$ cat src/rtl/pkt_gate_pkg.sv
package pkt_gate_pkg;

    localparam int REG_W   = 32;
    localparam int EN_BIT  = 29;
    localparam int THR_LSB = 24;
    localparam int THR_W   = 4;
    localparam int MB_LSB  = 16;
    localparam int MB_W    = 8;

    localparam logic [REG_W-1:0] RD_MASK =
        (REG_W'(1) << EN_BIT) |
        (((REG_W'(1) << THR_W) - REG_W'(1)) << THR_LSB) |
        (((REG_W'(1) << MB_W) - REG_W'(1)) << MB_LSB);

    typedef struct packed {
        logic             en;
        logic [THR_W-1:0] thr;
        logic [MB_W-1:0]  mb;
    } cfg_t;

    typedef struct packed {
        logic busy;
        logic ok;
    } gate_st_t;

endpackage

$ cat src/rtl/pkt_gate_cfg.sv
module pkt_gate_cfg
    import pkt_gate_pkg::*;
(
    input  logic             clk,
    input  logic             rst_n,
    input  logic             we,
    input  logic [REG_W-1:0] wdata,
    output logic [REG_W-1:0] rdata,
    output cfg_t             cfg
);

    cfg_t cfg_d, cfg_q;

    always_comb begin
        cfg_d = cfg_q;
        if (we) begin
            cfg_d.en  = wdata[EN_BIT];
            cfg_d.thr = wdata[THR_LSB +: THR_W];
            cfg_d.mb  = wdata[MB_LSB +: MB_W];
        end
    end

    always_ff @(posedge clk or negedge rst_n) begin
        if (!rst_n) cfg_q <= '0;
        else        cfg_q <= cfg_d;
    end

    always_comb begin
        rdata                     = '0;
        rdata[EN_BIT]             = cfg_q.en;
        rdata[THR_LSB +: THR_W]   = cfg_q.thr;
        rdata[MB_LSB +: MB_W]     = cfg_q.mb;
    end

    assign cfg = cfg_q;

    // a write reaches the read port one clock later with reserved bits cleared
    p_write_mask_r1: assert property (@(posedge clk) disable iff (!rst_n)
        we |=> (rdata == ($past(wdata) & RD_MASK)));

endmodule

$ cat src/rtl/pkt_gate_cnt.sv
module pkt_gate_cnt #(
    parameter int CNT_MAX = 16,
    localparam int CNT_W  = $clog2(CNT_MAX + 1)
) (
    input  logic             clk,
    input  logic             rst_n,
    input  logic             inc,
    input  logic             dec,
    output logic [CNT_W-1:0] cnt
);

    localparam logic [CNT_W-1:0] TOP = CNT_W'(CNT_MAX);

    logic [CNT_W-1:0] cnt_d, cnt_q;

    always_comb begin
        cnt_d = cnt_q;
        if (inc && !dec && cnt_q != TOP)
            cnt_d = cnt_q + CNT_W'(1);
        else if (dec && !inc && cnt_q != '0)
            cnt_d = cnt_q - CNT_W'(1);
    end

    always_ff @(posedge clk or negedge rst_n) begin
        if (!rst_n) cnt_q <= '0;
        else        cnt_q <= cnt_d;
    end

    assign cnt = cnt_q;

    // simultaneous pulses leave the count alone
    p_both_hold_r9: assert property (@(posedge clk) disable iff (!rst_n)
        (inc && dec) |=> $stable(cnt_q));
    // saturation at the top
    p_sat_top_r9: assert property (@(posedge clk) disable iff (!rst_n)
        (inc && !dec && cnt_q == TOP) |=> (cnt_q == TOP));
    // a lone write-complete below the top adds one
    p_inc_r9: assert property (@(posedge clk) disable iff (!rst_n)
        (inc && !dec && cnt_q != TOP) |=> (cnt_q == $past(cnt_q) + CNT_W'(1)));

endmodule

$ cat src/rtl/pkt_gate_level.sv
module pkt_gate_level
    import pkt_gate_pkg::*;
#(
    parameter int MAX_BURST = 16,
    parameter int CNT_W     = 5,
    parameter int XFER_W    = 8,
    parameter int DESC_W    = 5,
    localparam int CAP_W    = $clog2(MAX_BURST + 1),
    localparam int LW       = (XFER_W > DESC_W ? XFER_W : DESC_W) + MB_W + CNT_W
) (
    input  cfg_t              cfg,
    input  logic              ss_mode,
    input  logic              dev_role,
    input  logic [DESC_W-1:0] desc_avail,
    input  logic [XFER_W-1:0] xfer_left,
    input  logic [CNT_W-1:0]  cnt,
    output logic              meet,
    output logic [CAP_W-1:0]  cap
);

    logic          legal, gated, bypass;
    logic [LW-1:0] thr_eff, need, level;

    always_comb begin
        legal = (cfg.thr != '0) && (cfg.mb != '0) &&
                (LW'(cfg.mb) <= LW'(MAX_BURST)) &&
                (LW'(cfg.thr) <= LW'(cfg.mb));
        thr_eff = legal ? LW'(cfg.thr) : LW'(1);
        gated   = cfg.en && ss_mode;
        bypass  = dev_role && (LW'(desc_avail) < thr_eff);
        need    = (gated && !bypass) ? thr_eff : LW'(1);
        level   = (LW'(xfer_left) < need) ? LW'(xfer_left) : need;
        meet    = (xfer_left != '0) && (LW'(cnt) >= level);
        cap     = (gated && legal) ? CAP_W'(cfg.mb) : CAP_W'(MAX_BURST);
    end

endmodule

$ cat src/rtl/pkt_gate_fsm.sv
module pkt_gate_fsm
    import pkt_gate_pkg::*;
(
    input  logic clk,
    input  logic rst_n,
    input  logic meet,
    input  logic take,
    input  logic done,
    output logic ok
);

    gate_st_t st_d, st_q;

    always_comb begin
        st_d = st_q;
        if (!st_q.busy && st_q.ok && take)
            st_d.busy = 1'b1;
        else if (st_q.busy && done)
            st_d.busy = 1'b0;
        st_d.ok = !st_q.busy && !(st_q.ok && take) && meet;
    end

    always_ff @(posedge clk or negedge rst_n) begin
        if (!rst_n) st_q <= '0;
        else        st_q <= st_d;
    end

    assign ok = st_q.ok;

    // permit drops right after being taken
    p_drop_on_take_r10: assert property (@(posedge clk) disable iff (!rst_n)
        (st_q.ok && take) |=> !st_q.ok);
    // no permit in the cycle after the burst-done report
    p_gap_after_done_r10: assert property (@(posedge clk) disable iff (!rst_n)
        (st_q.busy && done) |=> !st_q.ok);
    // permit follows the start condition of the previous cycle
    p_needs_meet_r10: assert property (@(posedge clk) disable iff (!rst_n)
        !meet |=> !st_q.ok);

endmodule

$ cat src/rtl/pkt_tx_gate.sv
module pkt_tx_gate
    import pkt_gate_pkg::*;
#(
    parameter int CNT_MAX   = 16,
    parameter int MAX_BURST = 16,
    parameter int XFER_W    = 8,
    parameter int DESC_W    = 5,
    localparam int CNT_W    = $clog2(CNT_MAX + 1),
    localparam int CAP_W    = $clog2(MAX_BURST + 1)
) (
    input  logic              clk,
    input  logic              rst_n,
    input  logic              cfg_we,
    input  logic [REG_W-1:0]  cfg_wdata,
    output logic [REG_W-1:0]  cfg_rdata,
    input  logic              ss_mode,
    input  logic              dev_role,
    input  logic [DESC_W-1:0] desc_avail,
    input  logic [XFER_W-1:0] xfer_left,
    input  logic              pkt_wr_done,
    input  logic              pkt_tx_done,
    input  logic              burst_start,
    input  logic              burst_done,
    output logic              start_ok,
    output logic [CAP_W-1:0]  burst_cap,
    output logic [CNT_W-1:0]  pkt_count
);

    cfg_t cfg;
    logic meet;

    pkt_gate_cfg u_cfg (
        .clk   (clk),
        .rst_n (rst_n),
        .we    (cfg_we),
        .wdata (cfg_wdata),
        .rdata (cfg_rdata),
        .cfg   (cfg)
    );

    pkt_gate_cnt #(.CNT_MAX(CNT_MAX)) u_cnt (
        .clk   (clk),
        .rst_n (rst_n),
        .inc   (pkt_wr_done),
        .dec   (pkt_tx_done),
        .cnt   (pkt_count)
    );

    pkt_gate_level #(
        .MAX_BURST (MAX_BURST),
        .CNT_W     (CNT_W),
        .XFER_W    (XFER_W),
        .DESC_W    (DESC_W)
    ) u_level (
        .cfg        (cfg),
        .ss_mode    (ss_mode),
        .dev_role   (dev_role),
        .desc_avail (desc_avail),
        .xfer_left  (xfer_left),
        .cnt        (pkt_count),
        .meet       (meet),
        .cap        (burst_cap)
    );

    pkt_gate_fsm u_fsm (
        .clk   (clk),
        .rst_n (rst_n),
        .meet  (meet),
        .take  (burst_start),
        .done  (burst_done),
        .ok    (start_ok)
    );

endmodule

$ cat config.mk
export PLATFORM = sky130hd
export DESIGN_NAME = pkt_tx_gate
export DESIGN_NICKNAME = d
export VERILOG_FILES = /design/src/rtl/pkt_gate_pkg.sv /design/src/rtl/pkt_gate_cfg.sv /design/src/rtl/pkt_gate_cnt.sv /design/src/rtl/pkt_gate_level.sv /design/src/rtl/pkt_gate_fsm.sv /design/src/rtl/pkt_tx_gate.sv
export SDC_FILE = /design/constraint.sdc
export NUM_CORES = 1
export LEC_CHECK = 0
export BUFFER_PORTS_ARGS = -buffer_cell sky130_fd_sc_hd__buf_2
export CAP_MARGIN = 30
export CORE_MARGIN = 2
export CORE_UTILIZATION = 45
export DETAILED_ROUTE_END_ITERATION = 16
export PLACE_DENSITY = 0.83
export SLEW_MARGIN = 20
export SYNTH_ARGS = -nofsm -noshare
export SYNTH_HDL_FRONTEND = slang
export SYNTH_SLANG_ARGS = --single-unit
$ cat constraint.sdc
create_clock -name clk -period 7.76 [get_ports clk]
set_clock_uncertainty 0.2 [all_clocks]
set_input_delay 0.776 -clock clk [delete_from_list [all_inputs] [get_ports clk]]
set_output_delay 0.776 -clock clk [all_outputs]
set_load 0.02 [all_outputs]
# After elaboration in Yosys (flattened, before gate mapping)
# Cells that the tools add are included.
# classes
add_sub_neg,2
order_cmp,5
n_eq_ne,1
muxes,8
reduce_logical,29
# op_table
cell,n
two-way mux 21 bit,2
greater-or-equal comparator 5 x 21 -> 1 bit,1
less-than comparator 5 x 21 -> 1 bit,1
less-than comparator 8 x 21 -> 1 bit,1
logical AND 1 bit,18
nonzero test 8 bit,2
two-way mux 5 bit,3
<= comparator 4 x 8 -> 1 bit,1
"<= comparator 8 x 5 -> 1 bit, second input constant",1
"adder 5 x 1 -> 5 bit, second input constant",1
zero test 1 bit,5
"inequality test 5 bit, second input constant",1
nonzero test 5 bit,1
"subtractor 5 x 1 -> 5 bit, second input constant",1
two-way mux 4 bit,1
nonzero test 2 bit,2
nonzero test 4 bit,1
two-way mux 1 bit,2
# totals
reg_bits,20
input_bits,54
output_inout_bits,43
word_cells,51

# Depth between registers and ports, before layout
# depth
ltp_word,15
mapped_depth,25
mapped_depth_nobuf,25

# Modules after synthesis
# Synthesis repeated with hierarchy kept, for this count alone.
# unflattened
hier_cells,197
area_unflattened_um2,1928.1
# by_module_without_submodules
mod,n_inst,cells_each,area_each_um2,seq_area_each_um2
pkt_gate_cfg,1,60,764.5,325.3
pkt_gate_level,1,82,630.6,0.0
pkt_gate_cnt,1,50,460.4,125.1
pkt_gate_fsm,1,5,72.6,50.0

# Least setup slack after synthesis
# OpenSTA, ideal clock, no wires.
# synth_timing
path_type,flip-flop to flip-flop
from,register u_cfg.cfg_q (netlist bit u_cfg.cfg[3])
to,register u_fsm.st_q (netlist bit u_fsm.ok)
setup_time_ps,135
arrival_time_ps,4470
required_time_ps,7425
slack_ps,2955
path_stages_with_launch,25
n_path_buf,0
period_less_slack_ps,4805
path_cell_list,dfrtp_1 > inv_1 > ha_1 > a41o_2 > a21oi_1 > nor2_1 > nand2_1 > ha_1 > and3b_1 > o21ai_0 > and4_2 > nor3_4 > nand2_1 > ha_1 > a21o_1 > a21oi_1 > o21ai_1 > or2_4 > a32oi_1 > ha_1 > nand2b_1 > a21oi_1 > nor2b_1 > o21ai_0 > a2111oi_0
# synth_rtl
item,line,text
"start, declared",pkt_gate_cfg.sv:12,"cfg_t cfg_d, cfg_q;"
"start signal, assigned",pkt_gate_cfg.sv:25,else cfg_q <= cfg_d;
"end signal, assigned",pkt_gate_fsm.sv:25,else st_q <= st_d;
"end, declared",pkt_gate_fsm.sv:12,"gate_st_t st_d, st_q;"

==> flow_summary.toml <==
[setup_path]
cp_num_buf_inv = 0
cp_data_arrival_time_ns = 5.18
crit_path_max_incr_delay_ns = 0.51
crit_top_cell = "ha_1"
rr_startpoint = "u_cfg.cfg[11]"
critPathMaxFanout = 8
cp-end-kind = "register"
r2r_slack_ns = 2.56
path_depth = 23
startpoint = "u_cfg.cfg[11]"
crit_path_end = "u_fsm.ok"
critPathKind = "reg -> reg"
cp_slowest_cell = "a21oi_1"
timing.rr.end = "u_fsm.ok"
cp_top_family = "compound AO/OA/AOI/OAI gates"
required_ns = 7.74
cp_cell_sequence = "ha_1, a41o_2, a21oi_1, nor2_1, nand2_1, ha_1, and3b_1, o21ai_0, and4_2, nor3_4, nand2_1, ha_1, a21o_1, a21oi_1, o21ai_1, or2_4, a32oi_1, ha_1, nand2b_1, a21oi_1, nor2b_1, o21ai_0, a2111oi_0"
rr_worst_depth = 23
cp-start-kind = "register"

[clock_network]
ctsRootBufferMaster = "clkbuf_4"
post_cts_buffers = 0
cts_resized = 0
cts_made_buffers = 3
cts_tree = "done"
ctsHoldBuffers = 0
htreeDepth = 1
clkTransAtPathRegs_ns = 0.12
clk_latency_ns = 0.31
clock-sinks = 20
clock_path_buffers = 2

[synth]
yosysMostFrequentCell = "dfrtp_1"
yosysWarningCount = 0
synth_cell_types = 38
synth_top_area_cell = "dfrtp_1"
ys_seq_elements = 20
ys_seq_area_frac = 0.314
synth.avg_cell_area_sq_um = 9.96
netlist_area_sq_um = 1590
ys.flop_type = "dfrtp_1"
synth_top_cell_area_share = 0.314
synthTopCellsByArea = "dfrtp_1 (31%), ha_1 (14%), buf_4 (8.9%)"
syn_inst = 160
synth_common_cells = "dfrtp_1 (20), buf_4 (19), ha_1 (18), nand2_1 (15), mux2_2 (11)"
synth-edff-count = 0
synthArstFlopShare = 1.00

[routing]
firstDrtPassIters = 4
via_count = 1321
drt_iter0_markers = 48
wl_per_cell_um = 12.2
drc = 0
antenna_left = 0
routed_wl_um = 3230
viasPerCell = 4.98

[die]
coreArea_sq_um = 3360
placementRows = 21
start_util = 0.474
dieArea_sq_um = 4030
io_pins = 97
die_x_um = 63.5
die_h_um = 63.5

[global_routing]
grt_pass1_vias = 1334
antenna_found_initial = 0
grt_usage = 0.176
grt_start_max_net_pins = 21
grt_pass1_wl_um = 5830
grt_overflow_total = 0

[sta]
tightest_slew_ns = 0.653
final_max_slew_viol_count = 0
post-route-period-util = 0.670
setup_viol = 0
rsz0062_at_grt = "false"
timing.final.crit_period_ns = 5.20
hold_viol_final = 0
max_clock_freq_mhz = 192
slew_headroom = 0.565
fin_setup_tns_ns = 0

[cells_and_area]
layout-drive-gt1-share = 0.384
fin_util = 0.564
fin_cells = 265
multiInputGateArea_sq_um = 988
antenna_cells = 0
syn_to_final_growth_pct = 18.9
fillCellCount = 326
num-nets-final = 293
seq_area_sq_um = 500

[placed_design]
port_buffers = 58
dpl.hpwl_um = 2620
gp_congestion = 0.884
place_inst = 261

[power_and_ir_drop]
p_leak_uw = 0.000913
max-vdd-ir-drop_uv = 105
power.density_nw_per_um2 = 224

[run_status]
status = "complete, no violations"

[hold_path]
min_path_type = "in -> async"

[run]
cap_violations = 0
[cell families (layout without fill, tap and decap cells)]
| logic type | after synthesis | count (layout) | synth area share |
|---|---|---|---|
| buffers and inverters | 27 | 68 | 0.108 |
| AOI/OAI and AO/OA | 28 | 28 | 0.115 |
| adders and majority gates | 19 | 19 | 0.154 |
| DFF | 20 | 20 | 0.314 |
| and+or+nand+nor | 47 | 47 | 0.184 |
| other | 2 | 20 | 0.00471 |
| xor gates and xnor gates | 4 | 4 | 0.0220 |
| muxes | 13 | 13 | 0.0981 |
[layout by cell type, fill, tap and decap left out, drive strengths merged, types with 5 or more instances in the layout]
cell / Yosys / final
nand2: 15 / 15
dfrtp: 20 / 20
a21oi: 8 / 8
nor3: 5 / 5
inv: 6 / 6
nor2: 7 / 7
ha: 18 / 18
buf: 19 / 58
o21ai: 9 / 9
mux2: 11 / 11
conb: 2 / 20
[power breakdown]
group	leakage, uW	switching, uW	internal (uW)
registers	0.000237	34.6	129
clock network	0.0000210	32.9	28.7
logic	0.000655	107	91.9
total	0.000913	175	249
[state kept, by name, summed over array words and instances (netlist names)]
register	flops
u_cfg.cfg	13
u_cnt.cnt	5
u_fsm.ok	1
u_fsm.st_q	1
[worst min-delay path by stage]
stage	end	from	slack [ns]	depth (start not counted)
after floorplan	u_fsm.ok	u_fsm.st_q[1]	0.24	1
after global placement	u_fsm.ok	u_fsm.st_q[1]	0.26	1
after detailed placement	u_fsm.ok	u_fsm.st_q[1]	0.27	1
after CTS	u_cfg.cfg[9]	rst_n	0.20	1
after global routing	u_cfg.cfg[9]	rst_n	0.22	1
final	u_cfg.cfg[9]	rst_n	0.19	1
[per-layer routing]
| metal | up-vias | wire [um] | share of wire | track usage |
|---|---|---|---|---|
| met5 | - | 0 | 0 | 0 |
| met4 | 0 | 41 | 0.013 | 0.0489 |
| met3 | 4 | 194 | 0.060 | 0.0250 |
| met2 | 47 | 1590 | 0.49 | 0.312 |
| met1 | 616 | 1410 | 0.44 | 0.222 |
| li1 | 654 | - | - | - |
[metrics by stage]
stage | setup slack [ns] | instance area (sq um) | hold WS (ns) | power, uW
floorplan | 2.96 | 1660 | 0.238 | 312
global placement | 2.69 | 1860 | 0.259 | 358
detailed placement | 2.60 | 1860 | 0.268 | 366
CTS | 2.54 | 1900 | 0.201 | 429
global route | 2.14 | 1900 | 0.218 | 463
finish | 2.56 | 1900 | 0.194 | 424
[area by class of cell]
cell class | count | share of cell area
multi-input combinational | 131 | 0.521
tap | 46 | 0.0304
clock buffer | 4 | 0.0191
timing repair buffer | 58 | 0.153
inverter | 6 | 0.0119
sequential | 20 | 0.264
Power figures use the tool's default switching activity.
